## config.mk

```make
export PLATFORM = sky130hd
export DESIGN_NAME = gate_pulse_gen
export DESIGN_NICKNAME = d
export VERILOG_FILES = /design/src/rtl/gate_pulse_pkg.sv /design/src/rtl/gate_pulse_ctrl.sv /design/src/rtl/gate_pulse_dp.sv /design/src/rtl/gate_pulse_gen.sv
export SDC_FILE = /design/constraint.sdc
export NUM_CORES = 1
export LEC_CHECK = 0
export CORE_AREA = 3 3 248 250
export CTS_CLUSTER_DIAMETER = 30
export DETAILED_ROUTE_END_ITERATION = 7
export DIE_AREA = 0 0 251 253
export SKIP_LAST_GASP = 1
export SLEW_MARGIN = 30
export SYNTH_ARGS = -nofsm -noshare
export SYNTH_HDL_FRONTEND = slang
export SYNTH_SLANG_ARGS = --single-unit
```

## constraint.sdc

```tcl
create_clock -name clk -period 3.5 [get_ports clk]
set_input_delay 0.525 -clock clk [delete_from_list [all_inputs] [get_ports clk]]
set_output_delay 0.525 -clock clk [all_outputs]
set_load 0.01 [all_outputs]
```

## src/rtl/gate_pulse_pkg.sv

```systemverilog
package gate_pulse_pkg;

  localparam int MS_MIN     = 50;
  localparam int MS_MAX     = 60000;
  localparam int MS_PER_SEC = 1000;
  localparam int HIGH_MS    = 40;

  // strobes from the sequencer to the arithmetic datapath
  typedef struct packed {
    logic latch;      // capture rate and clamped gate time
    logic mulStep;    // one shift-add multiplier step
    logic prepTotal;  // load rounded product into divider
    logic divStep;    // one restoring division step
    logic prepHigh;   // save total, load rate*HIGH_MS into divider
    logic writePend;  // write pending high/low lengths
  } calcCtl_t;

endpackage

```

## src/rtl/gate_pulse_ctrl.sv

```systemverilog
module gate_pulse_ctrl
  import gate_pulse_pkg::*;
#(
  parameter int MS_W   = 16,
  parameter int PROD_W = 48
) (
  input  logic     clk,
  input  logic     rstN,
  input  logic     loadStrobe,
  output calcCtl_t ctl,
  output logic     busy
);

  localparam int STEP_W = $clog2(PROD_W + 1);
  localparam logic [STEP_W-1:0] MUL_LAST = STEP_W'(MS_W - 1);
  localparam logic [STEP_W-1:0] DIV_LAST = STEP_W'(PROD_W - 1);

  typedef enum logic [2:0] {
    S_IDLE, S_MUL, S_PREPT, S_DIVT, S_PREPH, S_DIVH, S_WRITE
  } calcState_t;

  calcState_t        state;
  logic [STEP_W-1:0] step;

  always_ff @(posedge clk or negedge rstN) begin
    if (!rstN) begin
      state <= S_IDLE;
      step  <= '0;
    end else begin
      case (state)
        S_IDLE: if (loadStrobe) begin
          state <= S_MUL;
          step  <= '0;
        end
        S_MUL: if (step == MUL_LAST) begin
          state <= S_PREPT;
          step  <= '0;
        end else step <= step + STEP_W'(1);
        S_PREPT: state <= S_DIVT;
        S_DIVT: if (step == DIV_LAST) begin
          state <= S_PREPH;
          step  <= '0;
        end else step <= step + STEP_W'(1);
        S_PREPH: state <= S_DIVH;
        S_DIVH: if (step == DIV_LAST) begin
          state <= S_WRITE;
          step  <= '0;
        end else step <= step + STEP_W'(1);
        S_WRITE: state <= S_IDLE;
        default: state <= S_IDLE;
      endcase
    end
  end

  always_comb begin
    ctl.latch     = (state == S_IDLE) && loadStrobe;
    ctl.mulStep   = (state == S_MUL);
    ctl.prepTotal = (state == S_PREPT);
    ctl.divStep   = (state == S_DIVT) || (state == S_DIVH);
    ctl.prepHigh  = (state == S_PREPH);
    ctl.writePend = (state == S_WRITE);
    busy          = (state != S_IDLE);
  end

  AST_BUSY_AFTER_LOAD: assert property (@(posedge clk) disable iff (!rstN)
    (!busy && loadStrobe) |=> busy);

endmodule

```

## src/rtl/gate_pulse_dp.sv

```systemverilog
module gate_pulse_dp
  import gate_pulse_pkg::*;
#(
  parameter int RATE_W    = 32,
  parameter int MS_W      = 16,
  parameter int CNT_W     = 32,
  parameter int INIT_HIGH = 40,
  parameter int INIT_LOW  = 60
) (
  input  logic              clk,
  input  logic              rstN,
  input  logic [RATE_W-1:0] refRate,
  input  logic [MS_W-1:0]   gateMs,
  input  calcCtl_t          ctl,
  input  logic              busy,
  output logic              gateLvl,
  output logic              periodStart,
  output logic              pendReady
);

  localparam int PROD_W = RATE_W + MS_W;
  localparam int REM_W  = $clog2(MS_PER_SEC) + 1;
  localparam logic [REM_W-1:0] DIVISOR = REM_W'(MS_PER_SEC);

  // arithmetic state
  logic [PROD_W-1:0] mcand, acc, quo;
  logic [MS_W-1:0]   mplier, msHold, msClamped;
  logic [RATE_W-1:0] rateHold;
  logic [REM_W-1:0]  rem, remShift, remNext;
  logic              divFits;
  logic [CNT_W-1:0]  totReg, pendHigh, pendLow;

  // timer state
  logic [CNT_W-1:0]  cnt, cmp, actHigh, actLow;
  logic              hit;

  always_comb begin
    if (gateMs < MS_W'(MS_MIN))      msClamped = MS_W'(MS_MIN);
    else if (gateMs > MS_W'(MS_MAX)) msClamped = MS_W'(MS_MAX);
    else                             msClamped = gateMs;
    remShift = {rem[REM_W-2:0], quo[PROD_W-1]};
    divFits  = (remShift >= DIVISOR);
    remNext  = divFits ? (remShift - DIVISOR) : remShift;
    hit      = (cnt == cmp);
  end

  always_ff @(posedge clk or negedge rstN) begin
    if (!rstN) begin
      mcand    <= '0;
      mplier   <= '0;
      acc      <= '0;
      quo      <= '0;
      rem      <= '0;
      rateHold <= '0;
      msHold   <= MS_W'(MS_MIN);
      totReg   <= '0;
      pendHigh <= '0;
      pendLow  <= '0;
    end else begin
      if (ctl.latch) begin
        mcand    <= PROD_W'(refRate);
        mplier   <= msClamped;
        acc      <= '0;
        rateHold <= refRate;
        msHold   <= msClamped;
      end
      if (ctl.mulStep) begin
        if (mplier[0]) acc <= acc + mcand;
        mcand  <= {mcand[PROD_W-2:0], 1'b0};
        mplier <= mplier >> 1;
      end
      if (ctl.prepTotal) begin
        quo <= acc + PROD_W'(MS_PER_SEC / 2);
        rem <= '0;
      end
      if (ctl.divStep) begin
        quo <= {quo[PROD_W-2:0], divFits};
        rem <= remNext;
      end
      if (ctl.prepHigh) begin
        totReg <= quo[CNT_W-1:0];
        quo    <= PROD_W'(rateHold) * PROD_W'(HIGH_MS);
        rem    <= '0;
      end
      if (ctl.writePend) begin
        pendHigh <= quo[CNT_W-1:0];
        pendLow  <= totReg - quo[CNT_W-1:0];
      end
    end
  end

  always_ff @(posedge clk or negedge rstN) begin
    if (!rstN) begin
      cnt         <= '0;
      cmp         <= CNT_W'(INIT_HIGH - 1);
      actHigh     <= CNT_W'(INIT_HIGH);
      actLow      <= CNT_W'(INIT_LOW);
      gateLvl     <= 1'b1;
      periodStart <= 1'b0;
      pendReady   <= 1'b0;
    end else begin
      cnt         <= cnt + CNT_W'(1);
      periodStart <= 1'b0;
      if (hit) begin
        if (gateLvl) begin
          gateLvl <= 1'b0;
          cmp     <= cmp + actLow;
        end else begin
          gateLvl     <= 1'b1;
          periodStart <= 1'b1;
          if (pendReady) begin
            actHigh <= pendHigh;
            actLow  <= pendLow;
            cmp     <= cmp + pendHigh;
          end else begin
            cmp <= cmp + actHigh;
          end
        end
      end
      if (ctl.writePend)          pendReady <= 1'b1;
      else if (hit && !gateLvl)   pendReady <= 1'b0;
    end
  end

  AST_CLAMP_RANGE: assert property (@(posedge clk) disable iff (!rstN)
    busy |-> (msHold >= MS_W'(MS_MIN) && msHold <= MS_W'(MS_MAX)));
  AST_APPLY_AT_RISE: assert property (@(posedge clk) disable iff (!rstN)
    (!$stable(actHigh) || !$stable(actLow)) |-> periodStart);
  AST_PULSE_AT_RISE: assert property (@(posedge clk) disable iff (!rstN)
    periodStart |-> (gateLvl && !$past(gateLvl)));
  AST_PULSE_SINGLE: assert property (@(posedge clk) disable iff (!rstN)
    periodStart |=> !periodStart);

endmodule

```

## src/rtl/gate_pulse_gen.sv

```systemverilog
module gate_pulse_gen
  import gate_pulse_pkg::*;
#(
  parameter int RATE_W    = 32,
  parameter int MS_W      = 16,
  parameter int CNT_W     = 32,
  parameter int INIT_HIGH = 40,
  parameter int INIT_LOW  = 60
) (
  input  logic              clk,
  input  logic              rstN,
  input  logic [RATE_W-1:0] refRate,
  input  logic [MS_W-1:0]   gateMs,
  input  logic              loadStrobe,
  output logic              gateOut,
  output logic              periodStart,
  output logic              busy
);

  localparam int PROD_W = RATE_W + MS_W;

  calcCtl_t ctl;
  logic     pendReady;

  gate_pulse_ctrl #(.MS_W(MS_W), .PROD_W(PROD_W)) u_ctrl (
    .clk(clk), .rstN(rstN), .loadStrobe(loadStrobe), .ctl(ctl), .busy(busy)
  );

  gate_pulse_dp #(
    .RATE_W(RATE_W), .MS_W(MS_W), .CNT_W(CNT_W),
    .INIT_HIGH(INIT_HIGH), .INIT_LOW(INIT_LOW)
  ) u_dp (
    .clk(clk), .rstN(rstN), .refRate(refRate), .gateMs(gateMs), .ctl(ctl),
    .busy(busy), .gateLvl(gateOut), .periodStart(periodStart),
    .pendReady(pendReady)
  );

  AST_PEND_ON_DONE: assert property (@(posedge clk) disable iff (!rstN)
    $fell(busy) |-> pendReady);

endmodule

```

== Word level (Yosys, flattened, before mapping) ==
Index checks and enable logic that the tools add are counted.

* Bits of input ports: 51
* Bits in registers: 438
* Output and inout bits: 3
* Logic and storage cells: 90

* Reductions and logical operators: 14
* Muxes and demuxes: 31
* Eq/ne operators: 13
* $mul: 1
* $add $sub $neg: 9
* Bitwise operators: 1
* $lt $le $gt $ge: 3

{| class="wikitable"
|+ Operators with widths
! operator !! number
|-
| two-way mux 48 bit || 8
|-
| adder 32 bit || 3
|-
| two-way mux 16 bit || 4
|-
| two-way mux 32 bit || 2
|-
| adder 48 bit || 1
|-
| adder 48 x 9 -> 48 bit (second input constant) || 1
|-
| two-way mux 10 bit || 4
|-
| multiplier 32 x 3 -> 35 bit (second input constant) || 1
|-
| adder 32 x 1 -> 32 bit (second input constant) || 1
|-
| == test 32 bit || 1
|-
| subtractor 32 bit || 1
|-
| two-way mux 6 bit || 3
|-
| case mux 3 bit (6 select lines) || 1
|-
| case mux 6 bit (3 select lines) || 1
|-
| greater-than comparator 16 bit (second input constant) || 1
|-
| less-than comparator 16 x 6 -> 1 bit (second input constant) || 1
|-
| two-way mux 3 bit || 4
|-
| greater-or-equal comparator 11 x 10 -> 1 bit (second input constant) || 1
|-
| subtractor 10 bit (second input constant) || 1
|-
| == test 3 bit (second input constant) || 3
|-
| nonzero test 3 bit || 3
|-
| adder 6 x 1 -> 6 bit (second input constant) || 1
|-
| == test 3 x 2 -> 1 bit (second input constant) || 2
|-
| == test 6 x 4 -> 1 bit (second input constant) || 1
|-
| other kinds (15) || 22
|}

== Depth between registers and ports, before layout ==
Gate-level depths: netlist (run 1).

* Depth in word-level cells: 5
* Gate-level depth with buffers: 16
* Gate-level depth less buffers: 14

== Hierarchy ==
From an unflattened synthesis (run 1), not the netlist that was laid out.

* Cells, all modules: 2761
* Area, all modules: 27248.6 um^2

{| class="wikitable"
|+ Modules (own cells, without submodules)
! module !! area an instance (um^2) !! seq. area each (um^2) !! cells an instance !! instances
|-
| gate_pulse_dp || 26663.1 || 10749.1 || 2701 || 1
|-
| gate_pulse_ctrl || 585.6 || 225.2 || 60 || 1
|}

== Worst setup path after synthesis (run 1) ==
Ideal clock, no wire load.

* Kind: register -> register
* Start: register u_dp.pendReady
* End: register u_dp.cmp[20]
* Period minus slack after synthesis: 3.627 ns
* Library setup time: 0.125 ns
* Required time: 3.375 ns
* Path buffers: 2
* Cell stages (with the launch flop): 16
* Arrival: 3.502 ns
* Slack: -0.127 ns
* Cell sequence: dfrtp_1 clkbuf_1 buf_1 mux2i_1 o21ai_0 fa_1 a21o_1 a21oi_1 a21oi_1 nand2b_1 a211o_1 a21oi_1 o21bai_1 a21oi_1 xnor2_1 mux2_2

* Word-level cells in the longest chain between the ends: 2

{| class="wikitable"
|+ Ends and longest elaborated chain
! what !! line !! text
|-
| start, declared || gate_pulse_dp.sv:18 || <nowiki>output logic pendReady</nowiki>
|-
| start signal, assigned || gate_pulse_dp.sv:100 || <nowiki>pendReady <= 1'b0;</nowiki>
|-
| start signal, assigned || gate_pulse_dp.sv:120 || <nowiki>if (ctl.writePend) pendReady <= 1'b1;</nowiki>
|-
| start signal, assigned || gate_pulse_dp.sv:121 || <nowiki>else if (hit && !gateLvl) pendReady <= 1'b0;</nowiki>
|-
| two-way mux 32 bit || gate_pulse_dp.sv:111 || <nowiki>if (pendReady) begin</nowiki>
|-
| two-way mux 32 bit || gate_pulse_dp.sv:105 || <nowiki>if (gateLvl) begin</nowiki>
|-
| end signal, assigned || gate_pulse_dp.sv:107 || <nowiki>cmp <= cmp + actLow;</nowiki>
|-
| end signal, assigned || gate_pulse_dp.sv:114 || <nowiki>cmp <= cmp + pendHigh;</nowiki>
|-
| end signal, assigned || gate_pulse_dp.sv:116 || <nowiki>cmp <= cmp + actHigh;</nowiki>
|-
| end, declared || gate_pulse_dp.sv:34 || <nowiki>logic [CNT_W-1:0] cnt, cmp, actHigh, actLow;</nowiki>
|}

No other way between the ends.
A chain may end at the register's enable or synchronous reset.

== Worst setup path in the final report (run 1) ==
* Start: register u_dp.rateHold[3]
* End: register u_dp.quo[30]

* Word-level cells in the longest chain between the ends: 2

{| class="wikitable"
|+ Ends and longest elaborated chain
! what !! line !! text
|-
| start, declared || gate_pulse_dp.sv:28 || <nowiki>logic [RATE_W-1:0] rateHold;</nowiki>
|-
| start signal, assigned || gate_pulse_dp.sv:64 || <nowiki>rateHold <= refRate;</nowiki>
|-
| multiplier 32 x 3 -> 35 bit || gate_pulse_dp.sv:82 || <nowiki>quo <= PROD_W'(rateHold) * PROD_W'(HIGH_MS);</nowiki>
|-
| two-way mux 48 bit || gate_pulse_dp.sv:80 || <nowiki>if (ctl.prepHigh) begin</nowiki>
|-
| end signal, assigned || gate_pulse_dp.sv:73 || <nowiki>quo <= acc + PROD_W'(MS_PER_SEC / 2);</nowiki>
|-
| end signal, assigned || gate_pulse_dp.sv:77 || <nowiki>quo <= {quo[PROD_W-2:0], divFits};</nowiki>
|-
| end signal, assigned || gate_pulse_dp.sv:82 ||
|-
| end, declared || gate_pulse_dp.sv:26 || <nowiki>logic [PROD_W-1:0] mcand, acc, quo;</nowiki>
|}

No other way between the ends.

==> reports/results.ini, run 1 <==
[cts]
clock_path_buffers = 3
cts.sinks = 438
cts_tree = yes
clkSlewWorstSetupHoldPaths_ns = 0.05
htreeDepth = 3
cts_inserted_buffers = 107
clk_latency_ns = 0.64
root_buffer = clkbuf_16

[global_route]
grt_pass1_wl_um = 116000
antenna_found_initial = 0
first_global_vias = 22200
grt_usage = 0.222
overflow = 0
grt_max_degree = 90

[logic_synthesis]
synth_enable_flop_cells = 0
synth-seq-cells = 438
synthArstFlopShare = 1.00
syn_nets = 3182
ys_types = 92
synthCells = 2954
seq_area_frac_synth = 0.410
yosysWarnings = 0
syn-mean-instance-area_sq_um = 9.06
synth_area_sq_um = 26800
synth-main-ff-cell = dfrtp_1

[critical_path]
cp_data_required_time_ns = 4.04
reg2regPathDepth = 14
start_kind = flip-flop
cp_max_fo = 3
cp-end-kind = flip-flop
path_class = reg2reg
crit_arrival_ns = 4.09

[outcome]
outcome = finished, violations left
violations = negative setup slack

[power]
vdd_drop_max_v = 0.000472
power.leakage_nw = 16.1
power.switching_mw = 3.23
p_int_mw = 12.3
p_comb_frac = 0.012
switching_share = 0.207
power_density_nw_per_um2 = 472
pwr-share-clk = 0.662
seqPwrFrac = 0.326

[finish]
seq_area_sq_um = 11000
finalNonFillerCells = 3986
fill_cells = 5289
drive_above_1_share = 0.135
final_cell_area_sq_um = 33000
final_core_util = 0.557
area_growth_pct = 23.3
diodes = 0
reg_top3 = u_dp.acc (48), u_dp.mcand (48), u_dp.quo (48)
final_nets = 3348
multiInputGateArea_sq_um = 15200

[detailed_routing]
drc = 0
drt_iter0_drc = 1437
vias = 22118
post_drt_wl_per_cell_um = 17.7
ant_nets = 0
first_pass_iters = 5
routed_wl_um = 70500
vias_per_cell = 5.55

[floorplan]
initial_core_util = 0.452
num_rows = 89
die_y_um = 253
io_pins = 54
core_sq_um = 59200
fp.dieArea_sq_um = 63500
die_w_um = 251

[sta]
rsz0062_at_grt = yes
hold_viol_final = 0
setup_viol_count_final = 3
tns_ns = -0.112
fin_crit_sh = 1.01
worst_slew_pin_slew_ns = 0.934
fmaxAchievable_ghz = 0.282
holdWs_ns = 0.442
fin_skew_ns = 0.0326
fin_crit_ns = 3.55
setup_ws_ns = -0.0500
relSlewSlack = 0.376
drv_slew = 0

[place]
dpl-instance-area_sq_um = 28800
gp_congestion = 0.930
dpl.hpwl_um = 52200
port_buffers = 53
numPlacedInstances = 3769

[min_path]
hold_depth = 3
hold_class = in2reg

[job]
cap_violations = 0

## cells in the final DEF, fill, tap and decap left out, types with 30 or more instances in the layout
master / Yosys / layout
o21ai_1: 42 / 47
nand2_1: 511 / 509
o21ai_0: 259 / 253
ha_1: 173 / 169
nand3_1: 106 / 105
clkbuf_16: 0 / 110
mux2_2: 30 / 30
dfrtp_1: 427 / 425
clkdlybuf4s50_1: 0 / 52
mux2i_1: 42 / 42
xor2_1: 118 / 118
and3_1: 36 / 36
a21o_1: 65 / 65
mux2_1: 64 / 64
inv_1: 80 / 80
a21oi_1: 163 / 157
xnor2_1: 107 / 107
nor2_1: 166 / 162
nand4_1: 30 / 30
buf_4: 0 / 121
## area by class of cell
| cell class | instances | share of cell area |
|---|---|---|
| clock buffers | 137 | 0.0907 |
| clock inverters | 65 | 0.0257 |
| inverters | 81 | 0.00921 |
| multi-input cells | 2304 | 0.461 |
| flip-flops and latches | 438 | 0.333 |
| well taps | 773 | 0.0293 |
| repair buffers | 188 | 0.0513 |
## metrics by stage
stage	setup WS, ns	total power [mW]
CTS	0.00568	15.8
finish	-0.0500	15.6
detailed placement	-0.107	5.35
global route	-0.158	16.0
global placement	-0.119	5.35
floorplan	0.00686	5.16
## cells by family after synthesis
kind of cell | Yosys count | share of synthesized area
simple gates | 986 | 0.163
compound gates | 780 | 0.183
flops | 438 | 0.410
xor+xnor | 225 | 0.0736
buf+inv | 212 | 0.0305
fa+ha+maj | 177 | 0.0838
mux | 136 | 0.0552
## critical path: stages (launching register included)
cell       delay [ns]
dfrtp_1          0.41
ha_4             0.26
ha_4             0.16
fa_2             0.35
a21o_1           0.19
a21o_1           0.20
a2111oi_4        0.50
o41ai_4          0.15
a221oi_2         0.33
buf_4            0.17
nor3_2           0.05
a2111oi_4        0.32
xnor2_1          0.17
nand2_1          0.07
a22oi_1          0.14
## worst paths after layout
check	startpoint	end	slack [ns]
hold / removal	refRate[23]	u_dp.rateHold[23]	0.44
setup reg to reg	u_dp.rateHold[3]	u_dp.quo[30]	-0.05
setup / recovery	u_dp.rateHold[3]	u_dp.quo[30]	-0.05
min in group asynchronous	rstN	u_dp.actLow[7]	0.52
hold reg to reg	u_dp.pendLow[19]	u_dp.pendLow[19]	0.47
max in group asynchronous	rstN	u_ctrl.step[5]	2.01
## Yosys cell counts (all sizes together), types with 5 or more instances
cell type	number	area (sq um)
nand2	511	1920
dfrtp	427	10700
o21ai	303	1520
ha	173	2160
nor2	166	623
a21oi	165	833
xor2	118	1030
clkbuf	109	410
xnor2	107	937
nand3	106	531
mux2	94	1060
inv	81	304
a21o	65	488
mux2i	42	420
and3	36	225
nand4	30	188
a221oi	29	267
nor3	28	140
o21a	23	174
buf	22	103
nand2b	22	138
a31oi	21	131
a211oi	18	140
nor4	17	125
o21bai	17	128
o31ai	16	125
nor2b	15	93.8
o211ai	15	113
and2	13	81.3
o22ai	13	81.3
a22oi	11	82.6
dfstp	11	289
a221o	10	100
nor3b	10	75.1
or3	9	56.3
o221ai	8	70.1
or2	7	43.8
a2111oi	6	83.8
a31o	6	52.6
a211o	5	43.8
a222oi	5	50.1
a22o	5	43.8
and4	5	43.8
## routing by layer
| layer | part of all wire | GRT usage |
|---|---|---|
| met1 | 0.46 | 0.294 |
| met2 | 0.46 | 0.370 |
| met4 | 0.038 | 0.0859 |
| met3 | 0.034 | 0.0330 |
| met5 | 0 | 0 |
## power groups by stage
stage	Combinational (mW)	Clock, mW	Sequential [mW]
5_1_grt	0.214	10.8	5.08
2_1_floorplan	0.00624	0	5.16
6_report	0.188	10.3	5.08
3_3_place_gp	0.192	0	5.16
3_5_place_dp	0.196	0	5.16
4_1_cts	0.198	10.5	5.08
## repair_timing
item	in CTS	in global routing
resized for setup	0	39
cloned	0	1
hold buffers	1	0
pin swaps	7	32
endpoints found under the hold margin	75	0
buffers inserted	2	12
endpoints found under the setup margin	5	21
Note: power is estimated with default switching activity, not from simulation.
==> inputs of run 2 (changes only) <==
==> constraint.sdc (replaced) <==
create_clock -name clk -period 2.95 [get_ports clk]
set_input_delay 0.4425 -clock clk [delete_from_list [all_inputs] [get_ports clk]]
set_output_delay 0.4425 -clock clk [all_outputs]
set_load 0.01 [all_outputs]
==> run 2 against run 1 <==
Sequential cell count unchanged. Routed wire length increased by 7.4%. Die area unchanged. Register-to-register slack got worse by 0.42 ns. Sequential power increased by 19%. The run still ends with negative setup slack left. Hold slack got worse by 0.073 ns. Utilization increased by 5.9 points. Sequential share of layout area decreased by 3.2 points. Clock-buffer cell count decreased by 10.
==> reports/results.ini, run 2 (synthesis results as in run 1) <==
[sta]
hold_viol_final = 0  ; unchanged
fin_crit_ns = 3.42  ; -0.130 ns
drv_slew = 0  ; unchanged
fin_skew_ns = 0.0233  ; -0.00932 ns
setup_ws_ns = -0.470  ; -0.420 ns
fmaxAchievable_ghz = 0.292  ; +3.8%
tns_ns = -7.81  ; -7.70 ns
worst_slew_pin_slew_ns = 0.944  ; +0.00954 ns
fin_crit_sh = 1.16  ; +0.145
setup_viol_count_final = 31  ; +28
rsz0062_at_grt = yes
relSlewSlack = 0.369  ; -0.00637

[finish]
final_cell_mix = nand2_1 (501), dfrtp_1 (425), buf_4 (393)
area_growth_pct = 36.4
fill_cells = 4880  ; -7.7%
finalNonFillerCells = 4279  ; +7.4%
final_core_util = 0.616  ; +0.0594
final_nets = 3644  ; +8.8%
final_common_cell = nand2_1
drive_above_1_share = 0.252  ; +0.117
diodes = 0  ; unchanged
reg_top3 = u_dp.acc (48), u_dp.mcand (48), u_dp.quo (48)

[detailed_routing]
routed_wl_um = 75700  ; +7.4%
vias_per_cell = 5.52  ; -0.57%
ant_nets = 0  ; unchanged
drt_iter0_drc = 1356  ; -5.6%
vias = 23609  ; +6.7%
first_pass_iters = 5  ; unchanged
drc = 0  ; unchanged
post_drt_wl_per_cell_um = 17.7  ; about the same

[cts]
clk_latency_ns = 0.64  ; about the same
htreeDepth = 3  ; unchanged
root_buffer = clkbuf_16
clkSlewWorstSetupHoldPaths_ns = 0.05  ; about the same
clock_path_buffers = 3  ; unchanged
cts_tree = yes
cts_inserted_buffers = 104  ; -2.8%
cts.sinks = 438  ; unchanged

[global_route]
grt_max_degree = 74  ; -18%
grt_usage = 0.235  ; +0.0125
first_global_vias = 23826  ; +7.3%
overflow = 0  ; unchanged
antenna_found_initial = 0  ; unchanged
grtUsageMet2 = 0.402  ; +0.0324
grt.met1_usage = 0.304  ; +0.0100
grt_util_met3 = 0.0340  ; +0.00103
grt.busiest_layer = met2
grt_pass1_wl_um = 122000  ; +5.6%

[critical_path]
start_kind = flip-flop
cp_data_required_time_ns = 3.45  ; -0.59 ns
crit_arrival_ns = 3.93  ; -0.16 ns
cp-end-kind = flip-flop
path_class = reg2reg
cp_max_fo = 3  ; unchanged

[outcome]
violations = negative setup slack
outcome = finished, violations left

[place]
port_buffers = 53  ; unchanged
numPlacedInstances = 4021  ; +6.7%
dp_slack_ns = -0.442  ; -0.335 ns
gp_congestion = 0.934  ; +0.43%
dpl.hpwl_um = 54300  ; +4.1%

[power]
power_density_nw_per_um2 = 503  ; +6.6%
power.switching_mw = 3.82  ; +18%
switching_share = 0.208  ; +0.000890
pwr-share-clk = 0.660  ; -0.002
p_comb_frac = 0.012  ; about the same
p_total_mw = 18.4  ; +18%
power.leakage_nw = 17.8  ; +11%
seqPwrFrac = 0.328  ; +0.002
vdd_drop_max_v = 0.000426  ; -9.7%
p_int_mw = 14.5  ; +18%

[floorplan]
core_sq_um = 59200  ; unchanged
die_y_um = 253  ; unchanged
die_w_um = 251  ; unchanged
fp.dieArea_sq_um = 63500  ; unchanged
initial_core_util = 0.452  ; unchanged
num_rows = 89  ; unchanged
io_pins = 54  ; unchanged

[job]
cap_violations = 0  ; unchanged

[min_path]
hold_class = in2reg

## run 2: routing by layer
layer	part of all wire	wire length [um]
met5	0	0
met4	0.030	2310
met3	0.035	2670
met2	0.49	36700
met1	0.45	34000
## run 2: layout make-up
cell class / count / area (sq um) / share of cell area
multi-input combinational: 2304 / 16400 / 0.448
sequential: 438 / 11000 / 0.301
timing repair buffer: 487 / 4120 / 0.113
clock buffer: 127 / 2850 / 0.0781
tap: 773 / 967 / 0.0265
clock inverter: 69 / 925 / 0.0253
inverter: 81 / 304 / 0.00833
## run 2: what timing repair did
action / in CTS / in global routing
resized for setup: 129 / 130
buffers inserted: 41 / 33
pin swaps: 56 / 96
endpoints found under the setup margin: 58 / 81
endpoints found under the hold margin: 53 / 0
hold buffers: 1 / 0
cloned: 4 / 0
## run 2: path summary, 6_finish.rpt
check,start,end,slack [ns],cells past startpoint
worst max register to register,u_dp.rateHold[1],u_dp.quo[32],-0.47,13
worst max-delay path,u_dp.rateHold[1],u_dp.quo[32],-0.47,13
max in group asynchronous,rstN,u_dp.quo[24],1.72,3
worst min register to register,u_dp.mplier[10],u_dp.mplier[9],0.47,2
worst min-delay path,refRate[23],u_dp.rateHold[23],0.37,3
min in group asynchronous,rstN,u_dp.cmp[11],0.38,2
## run 2: through the flow
| step | hold WS, ns | instance area (sq um) |
|---|---|---|
| final | 0.369 | 36500 |
| after global routing | 0.350 | 36500 |
| after CTS | 0.334 | 35700 |
| after detailed placement | 0.458 | 30900 |
| after global placement | 0.458 | 30900 |
| after floorplan | 0.147 | 27000 |
## run 2: critical path, cell delays in order (launching register included)
cell	delay, ns
dfrtp_1	0.38
ha_1	0.30
ha_2	0.18
fa_2	0.35
a21o_1	0.16
a21o_1	0.19
a2111oi_4	0.43
o41ai_4	0.12
a221oi_2	0.30
o21a_2	0.23
o21ai_2	0.08
xor2_1	0.15
a222oi_1	0.30
a21oi_1	0.11
## run 2: power by group through the flow
stage                     Clock [mW]  Combinational [mW]  Sequential, mW
after floorplan                    0             0.00741            6.12
after global placement             0               0.228            6.12
after detailed placement           0               0.231            6.12
after CTS                       12.3               0.233            6.03
after global routing            12.6               0.252            6.02
final                           12.1               0.223            6.03
